<file path="config.mk">
export PLATFORM = sky130hd
export DESIGN_NAME = tokhash_pearson
export DESIGN_NICKNAME = d
export VERILOG_FILES = /design/src/rtl/tokhash_pkg.sv /design/src/rtl/tokhash_lane.sv /design/src/rtl/tokhash_seq.sv /design/src/rtl/tokhash_pearson.sv
export SDC_FILE = /design/constraint.sdc
export NUM_CORES = 1
export LEC_CHECK = 0
export BUFFER_PORTS_ARGS = -buffer_cell sky130_fd_sc_hd__buf_2
export CAP_MARGIN = 40
export CORE_MARGIN = 5
export CORE_UTILIZATION = 28
export DETAILED_ROUTE_END_ITERATION = 12
export GPL_ROUTABILITY_DRIVEN = 0
export PLACE_DENSITY = 0.53
export SLEW_MARGIN = 20
export SYNTH_ARGS = -nofsm -noshare
export SYNTH_HDL_FRONTEND = slang
export SYNTH_SLANG_ARGS = --single-unit
</file>
<file path="constraint.sdc">
create_clock -name clk -period 24.7 [get_ports clk]
set_clock_uncertainty 0.2 [all_clocks]
set_input_delay 0 -clock clk [delete_from_list [all_inputs] [get_ports clk]]
set_output_delay 0 -clock clk [all_outputs]
set_load 0.05 [all_outputs]
</file>
<file path="src/rtl/tokhash_pkg.sv">
package tokhash_pkg;

   // Permutation entry of the table that belongs to lane `lane`.
   function automatic logic [7:0] pearson_entry(input int lane, input int seed,
                                                input logic [7:0] x);
      int s_k, m_k, t1, t2, t3;
      s_k = (seed + 53 * lane) & 255;
      m_k = ((((seed >> 1) + 19 * lane) << 1) | 1) & 255;
      t1  = ((int'(x) ^ s_k) * m_k) & 255;
      t2  = t1 ^ (t1 >> 3);
      t3  = (t2 * 167 + 71 * lane + 3) & 255;
      return t3[7:0];
   endfunction

   // Value a lane starts from when a token opens.
   function automatic logic [7:0] lane_init(input int lane, input int seed);
      int v;
      v = (seed ^ (29 * lane + 7)) & 255;
      return v[7:0];
   endfunction

endpackage

</file>
<file path="src/rtl/tokhash_lane.sv">
module tokhash_lane #(
   parameter int LANE = 0,
   parameter int SEED = 0
) (
   input  logic       clk,
   input  logic       rst_n,
   input  logic       step,
   input  logic       restart,
   input  logic [7:0] din,
   output logic [7:0] state
);
   localparam logic [7:0] INIT = tokhash_pkg::lane_init(LANE, SEED);

   logic [7:0] st_q;
   logic [7:0] base;
   logic [7:0] nxt;

   always_comb begin
      base = restart ? INIT : st_q;
      nxt  = tokhash_pkg::pearson_entry(LANE, SEED, base ^ din);
   end

   always_ff @(posedge clk or negedge rst_n) begin
      if (!rst_n)    st_q <= INIT;
      else if (step) st_q <= nxt;
   end

   assign state = st_q;
endmodule

</file>
<file path="src/rtl/tokhash_seq.sv">
module tokhash_seq #(
   parameter int LEN_BYTES = 2
) (
   input  logic       clk,
   input  logic       rst_n,
   input  logic       in_valid,
   input  logic [7:0] in_byte,
   input  logic       in_first,
   input  logic       in_last,
   output logic       in_ready,
   output logic       lane_step,
   output logic       lane_restart,
   output logic [7:0] lane_din,
   output logic       out_valid,
   output logic       take_last
);
   localparam int LEN_W = 8 * LEN_BYTES;
   localparam int PH_W  = $clog2(LEN_BYTES + 1);
   localparam logic [PH_W-1:0] LAST_PH = PH_W'(LEN_BYTES);

   logic [PH_W-1:0]  phase_q;
   logic [LEN_W-1:0] len_q;
   logic             open_q;
   logic             valid_q;
   logic             take;
   logic [LEN_W-1:0] len_sh;

   always_comb begin
      in_ready     = (phase_q == '0);
      take         = in_valid && in_ready && (in_first || open_q);
      take_last    = take && in_last;
      lane_step    = take || (phase_q != '0);
      lane_restart = take && in_first;
      len_sh       = len_q >> (8 * (LEN_BYTES - int'(phase_q)));
      lane_din     = (phase_q == '0) ? in_byte : len_sh[7:0];
   end

   always_ff @(posedge clk or negedge rst_n) begin
      if (!rst_n) begin
         phase_q <= '0;
         len_q   <= '0;
         open_q  <= 1'b0;
         valid_q <= 1'b0;
      end else begin
         valid_q <= (phase_q == LAST_PH);
         if (take) begin
            len_q <= in_first ? LEN_W'(1) : len_q + LEN_W'(1);
            if (in_last) begin
               open_q  <= 1'b0;
               phase_q <= PH_W'(1);
            end else begin
               open_q  <= 1'b1;
            end
         end else if (phase_q != '0) begin
            phase_q <= (phase_q == LAST_PH) ? '0 : phase_q + PH_W'(1);
         end
      end
   end

   assign out_valid = valid_q;
endmodule

</file>
<file path="src/rtl/tokhash_pearson.sv">
module tokhash_pearson #(
   parameter int NUM_HASH       = 3,
   parameter int LANES_PER_HASH = 4,
   parameter int LEN_BYTES      = 2,
   parameter int SEED           = 8'h5A
) (
   input  logic                                clk,
   input  logic                                rst_n,
   input  logic                                in_valid,
   input  logic [7:0]                          in_byte,
   input  logic                                in_first,
   input  logic                                in_last,
   output logic                                in_ready,
   output logic                                out_valid,
   output logic [NUM_HASH*LANES_PER_HASH*8-1:0] out_hash
);
   localparam int NUM_LANES = NUM_HASH * LANES_PER_HASH;

   if (NUM_HASH < 1) begin : g_bad_hash
      $error("NUM_HASH must be at least 1");
   end
   if (LANES_PER_HASH < 1) begin : g_bad_lanes
      $error("LANES_PER_HASH must be at least 1");
   end
   if (LEN_BYTES < 1 || LEN_BYTES > 4) begin : g_bad_len
      $error("LEN_BYTES must lie in 1..4");
   end
   if (SEED < 0 || SEED > 255) begin : g_bad_seed
      $error("SEED must fit in one byte");
   end

   logic       lane_step;
   logic       lane_restart;
   logic [7:0] lane_din;
   logic       take_last;

   tokhash_seq #(.LEN_BYTES(LEN_BYTES)) u_seq (
      .clk          (clk),
      .rst_n        (rst_n),
      .in_valid     (in_valid),
      .in_byte      (in_byte),
      .in_first     (in_first),
      .in_last      (in_last),
      .in_ready     (in_ready),
      .lane_step    (lane_step),
      .lane_restart (lane_restart),
      .lane_din     (lane_din),
      .out_valid    (out_valid),
      .take_last    (take_last)
   );

   for (genvar k = 0; k < NUM_LANES; k++) begin : g_lane
      tokhash_lane #(.LANE(k), .SEED(SEED)) u_lane (
         .clk     (clk),
         .rst_n   (rst_n),
         .step    (lane_step),
         .restart (lane_restart),
         .din     (lane_din),
         .state   (out_hash[k*8 +: 8])
      );
   end
endmodule

</file>
==> results of run 1 <==
==> per-stage QoR <==
stage / instance area, um^2 / hold slack [ps] / utilization, % / worst slack [ps]
3_5_place_dp: 19700 / -190 / 30.7 / 14730
3_3_place_gp: 19700 / 42.8 / 30.6 / 14970
5_1_grt: 20500 / 126 / 31.9 / 14210
2_1_floorplan: 18200 / -496 / - / 14840
6_report: 20500 / 66.4 / 31.9 / 14790
4_1_cts: 20500 / 74.8 / 31.8 / 14740
==> cells in the final DEF, fill, tap and decap left out, drive strengths merged, types with 8 or more instances in the layout <==
| cell type | count |
|---|---|
| xor2 | 125 |
| a21o | 34 |
| mux2i | 8 |
| fa | 136 |
| nand2 | 160 |
| o21ai | 35 |
| clkbuf | 19 |
| nor2 | 130 |
| xnor3 | 25 |
| xnor2 | 264 |
| dfstp | 47 |
| dfrtp | 69 |
| buf | 128 |
| a21oi | 94 |
| inv | 356 |
| ha | 362 |
==> kinds of logic after synthesis <==
kind of cell,after synthesis
AOI/OAI and AO/OA,177
xor gates and xnor gates,414
adders and majority gates,498
buffers and inverters,402
DFF,116
muxes,11
and+or+nand+nor,319
==> per-layer routing <==
layer,up-vias,part of all wire (%),global-route usage (%)
met4,2,2.5,4.29
li1,6278,-,-
met2,137,50,23.6
met5,-,0.018,0
met1,6086,44,15.9
met3,59,3.3,2.19
==> worst paths after layout <==
path	endpoint	slack, ps	startpoint
min reg2reg	g_lane[11].u_lane.state[2]	260	g_lane[11].u_lane.state[2]
max in group asynchronous	g_lane[8].u_lane.state[6]	23130	rst_n
max	g_lane[10].u_lane.state[7]	14790	u_seq.phase_q[0]
min in group clk	g_lane[9].u_lane.state[7]	150	in_byte[7]
min	g_lane[2].u_lane.state[4]	70	rst_n
max reg2reg	g_lane[10].u_lane.state[7]	14790	u_seq.phase_q[0]
==> cell type report <==
cell class                 count  area, um^2
multi-input combinational   1419       13700
antenna                        2        5.00
tap                          855        1070
inverter                     355        1330
clock buffer                  19         443
timing repair buffer         135         803
sequential                   116        2960
fill                        6631       43800
clock inverter                13         205
==> what timing repair did <==
item,in CTS,in global routing
endpoints found under the hold margin,78,0
resized for setup,0,0
hold buffers,7,0
==> registers in the layout (all words and copies together) (netlist names) <==
register and count:
u_seq.phase_q 2, u_seq.len_q 16, g_lane.u_lane.state 96, u_seq.out_valid 1
u_seq.open_q 1
==> worst register-to-register path, delay by kind of cell, from the launching register on <==
| family | cells | cell delay (ps) |
|---|---|---|
| buffers and inverters | 6 | 640 |
| adder cells (fa/ha/maj) | 11 | 4440 |
| AND/OR/NAND/NOR | 1 | 680 |
| flip-flops | 1 | 670 |
| AO/OA/AOI/OAI | 6 | 1200 |
| XOR/XNOR | 8 | 2010 |
==> results.py, run 1 <==
metrics = {
    "status": {
        "run_status": "finished clean",
    },
    "die": {
        "initial_core_util_pct": 28.2,
        "die_area_mm2": 0.0701,
        "die_h_um": 265,
        "rows": 93,
        "coreArea_mm2": 0.0643,
        "die_x_um": 265,
        "io_pins": 111,
    },
    "synthesis": {
        "ys_types": 43,
        "synth-edff-count": 0,
        "synthTopCellsByArea": "ha_1 (25%), fa_1 (15%), xnor2_1 (13%)",
        "synth_top_family_by_area": "adder cells",
        "syn_area_mm2": 0.0182,
        "syn-instance-count": 1937,
        "synth.avg_cell_area_um2": 9.38,
        "synth_top_area_share_pct": 24.9,
        "ys_seq_area_share_pct": 16.3,
        "synthFlopType": "dfrtp_1",
        "synth_common_cells": "ha_1 (362), inv_1 (355), xnor2_1 (263)",
        "async_flop_share_pct": 100,
        "yosys_register_bits": 116,
        "synth_top_area_cell": "ha_1",
        "synth_fp_nets": 2448,
        "synth_compound_area_share_pct": 5.71,
        "synth.most_common_cell": "ha_1",
        "synth_fa_ha_area_share_pct": 39.9,
        "synthSimpleGateAreaFrac_pct": 6.97,
        "muxShareOfSynthArea_pct": 0.627,
        "synth_xor_area_share_pct": 21.9,
        "yosys_warnings": 0,
    },
    "sta": {
        "totalNegativeSetupSlack_ps": 0,
        "hold_viol": 0,
        "finalSetupViolCount": 0,
        "timing.final.crit_period_ps": 9910,
        "max_freq_ghz": 0.101,
        "rsz0062_at_grt": "no",
        "relSlewSlack_pct": 48.2,
        "slew_viol_final": 0,
        "worst_slew_pin_slew_ps": 775,
        "finalCritPeriodShare_pct": 40.1,
    },
    "clock_tree": {
        "cts_sinks": 116,
        "cts_setup_buffers": 0,
        "cts_root_buf": "clkbuf_16",
        "cts_tree": "yes",
        "clockBufferDepth": 2,
        "clk_latency_ps": 450,
        "htreeDepth": 4,
        "cts.clk_slew.worst_paths_ps": 60,
        "numCtsBuffers": 17,
    },
    "setup_path": {
        "reg2regPathDepth": 32,
        "critical_path.endpoint_type": "register",
        "path_max_fanout": 19,
        "slowest_delay_ps": 680,
        "crit_arrival_ps": 10090,
        "critical_path_cell_count": 32,
        "slowest_stage": "or3b_1",
        "crit_family": "adder cells",
        "criticalPathCategory": "reg2reg",
        "cp-start-kind": "register",
        "cp.buffers_inverters": 6,
        "path_common_cell": "ha_1",
        "crit_required_ps": 24880,
    },
    "routing": {
        "first_pass_iters": 4,
        "post_drt_wl_per_cell_um": 15.4,
        "initialDrtViolationCount": 552,
        "ant_nets": 0,
        "vias_per_cell": 4.31,
        "routed_wl_um": 44900,
        "drcViolationCount": 0,
        "vias": 12600,
    },
    "finish": {
        "syn_to_final_growth_pct": 12.9,
        "drive_above_1_share_pct": 10.9,
        "final_nets": 2555,
        "fin_cells": 2914,
    },
    "global_route": {
        "grt_pass1_vias": 13600,
        "grt_pass1_wl_um": 72900,
        "grt_overflow": 0,
        "antenna_found_initial": 3,
        "grt_max_degree": 65,
        "grt_usage_pct": 13.1,
    },
    "min_path": {
        "min_path_type": "in2async",
    },
    "place": {
        "dp_hpwl_um": 36600,
        "placed_cells_incl_taps": 2871,
        "numPortBuffers": 110,
    },
    "flow_run": {
        "cap_violations": 0,
    },
}
Power of run 1 is left out: the tool's default activity adds up to more than one toggle a clock period on the data nets, which glitch-free logic cannot reach.
==> run 2, diff against run 1 <==
--- a/config.mk
+++ b/config.mk
@@ -11,7 +11,7 @@
 export CORE_UTILIZATION = 28
 export DETAILED_ROUTE_END_ITERATION = 12
 export GPL_ROUTABILITY_DRIVEN = 0
-export PLACE_DENSITY = 0.53
+export PLACE_DENSITY = 0.54
 export SLEW_MARGIN = 20
 export SYNTH_ARGS = -nofsm -noshare
 export SYNTH_HDL_FRONTEND = slang
==> constraint.sdc (replaced) <==
create_clock -name clk -period 9.1 [get_ports clk]
set_clock_uncertainty 0.2 [all_clocks]
set_input_delay 0 -clock clk [delete_from_list [all_inputs] [get_ports clk]]
set_output_delay 0 -clock clk [all_outputs]
set_load 0.05 [all_outputs]
==> run 2 against run 1 <==
Final area up 1.1%; first-iteration DRC count up 6.2%; worst setup slack got worse by 14000 ps; register-to-register slack lost 14000 ps; fmax increased by 15%; hold slack improved by 51 ps; core utilization grew 0.35 points; die area unchanged; critical path depth is the same; via count rose by 1.7%; critical path type unchanged.
==> results.py, run 2 (same netlist as run 1, synthesis figures left out) <==
metrics = {
    "setup_path": {
        "cp-start-kind": "register",
        "path_common_cell": "inv_1",
        "path_max_fanout": 18,
        "slowest_delay_ps": 560,
        "rrSetupSlack_ps": 450,
        "crit_arrival_ps": 8850,
        "crit_required_ps": 9310,
        "slowest_stage": "fa_1",
        "criticalPathCategory": "reg2reg",
        "critical_path.endpoint_type": "register",
    },
    "routing": {
        "initialDrtViolationCount": 586,
        "ant_nets": 0,
        "first_pass_iters": 4,
        "vias": 12800,
        "drcViolationCount": 0,
        "vias_per_cell": 4.36,
        "routed_wl_um": 47200,
        "post_drt_wl_per_cell_um": 16.1,
    },
    "global_route": {
        "grt_pass1_vias": 13800,
        "grt_usage_pct": 13.8,
        "grt_pass1_wl_um": 76100,
        "antenna_found_initial": 0,
        "grt_overflow": 0,
        "grt_max_degree": 56,
    },
    "die": {
        "die_h_um": 265,
        "coreArea_mm2": 0.0643,
        "io_pins": 111,
        "initial_core_util_pct": 28.2,
        "rows": 93,
        "die_area_mm2": 0.0701,
        "die_x_um": 265,
    },
    "min_path": {
        "min_path_type": "in2async",
    },
    "clock_tree": {
        "cts.clk_slew.worst_paths_ps": 60,
        "clk_latency_ps": 480,
        "cts_sinks": 116,
        "numCtsBuffers": 17,
        "clockBufferDepth": 2,
        "htreeDepth": 4,
        "cts_tree": "yes",
        "cts_root_buf": "clkbuf_16",
    },
    "finish": {
        "final_util_pct": 32.2,
        "mostFrequentLayoutCells": "ha_1 (361), inv_1 (355), xnor2_1 (258), nand2_1 (159), fa_1 (136)",
        "mostFrequentLayoutCell": "ha_1",
        "final_nets": 2572,
        "diodes": 0,
        "largest_reg_flops": 96,
        "fillers": 6664,
        "design_area_mm2": 0.0207,
        "syn_to_final_growth_pct": 14.1,
        "drive_above_1_share_pct": 12.2,
    },
    "place": {
        "numPortBuffers": 110,
        "dp_hpwl_um": 39000,
        "place_area_mm2": 0.0199,
        "post-place-ws_ps": -26.6,
    },
    "sta": {
        "finalCritPeriodShare_pct": 95.0,
        "finalSetupViolCount": 0,
        "slew_viol_final": 0,
        "worst_slew_pin_slew_ps": 740,
        "setup_ws_ps": 454,
        "timing.final.crit_period_ps": 8650,
        "hold_viol": 0,
        "relSlewSlack_pct": 50.3,
        "max_freq_ghz": 0.116,
    },
    "status": {
        "run_status": "finished clean",
    },
    "flow_run": {
        "cap_violations": 0,
    },
}
## run 2: changes by cell type in the layout (fill, tap and decap cells not counted), sizes merged
cell	before	now
buf	128	144
bufinv	5	2
clkbuf	19	18
clkinv	4	7
clkinvlp	3	4
diode	2	0
inv	356	357
## run 2: worst paths after layout
kind                                           start                        end  depth (start not counted)
setup / recovery                    u_seq.phase_q[1]  g_lane[6].u_lane.state[7]                         32
hold / removal                                 rst_n  g_lane[3].u_lane.state[2]                          2
setup reg to reg                    u_seq.phase_q[1]  g_lane[6].u_lane.state[7]                         32
hold reg to reg            g_lane[1].u_lane.state[2]  g_lane[1].u_lane.state[2]                          2
max in group asynchronous                      rst_n  g_lane[8].u_lane.state[3]                          3
min in group clk           g_lane[1].u_lane.state[2]  g_lane[1].u_lane.state[2]                          2
## run 2: through the flow
step	TNS [ps]	hold slack, ps	instances
final	0	117	2929
after global routing	-20.2	139	2929
after CTS	0	106	2928
after detailed placement	-26.6	-96.1	2886
after global placement	0	-95.0	2884
after floorplan	0	-496	1937
## run 2: what timing repair did
action	in CTS	in global routing
gates resized for setup	0	11
hold endpoints to repair	77	0
hold buffers	8	0
buffers inserted	2	0
pin swaps	1	0
endpoints found under the setup margin	1	6
## run 2: cell type report
| class | count | area (um^2) | area share [%] |
|---|---|---|---|
| Clock buffer | 17 | 425 | 2.05 |
| Clock inverter | 15 | 158 | 0.761 |
| Timing Repair Buffer | 152 | 967 | 4.67 |
| Tap cell | 855 | 1070 | 5.16 |
| Multi-Input combinational cell | 1419 | 13800 | 66.6 |
| Sequential cell | 116 | 2960 | 14.3 |
| Inverter | 355 | 1330 | 6.43 |
## run 2: worst max-delay path, delay by kind of cell, from the launching register on
family / cells / cell delay (ps)
AOI/OAI and AO/OA: 5 / 870
adders and majority gates: 10 / 3980
xor gates and xnor gates: 7 / 1680
and+or+nand+nor: 2 / 440
buffers and inverters: 8 / 970
DFF: 1 / 400
## run 2: per-layer routing
layer	track usage (%)	wire length, um	up-vias	share of wire (%)
met5	0	0	-	0
met2	24.0	23300	165	49
met1	17.6	21400	6238	45
met4	3.96	913	0	1.9
met3	2.47	1620	40	3.4
li1	-	-	6336	-
Power of run 2 is left out for the same reason.
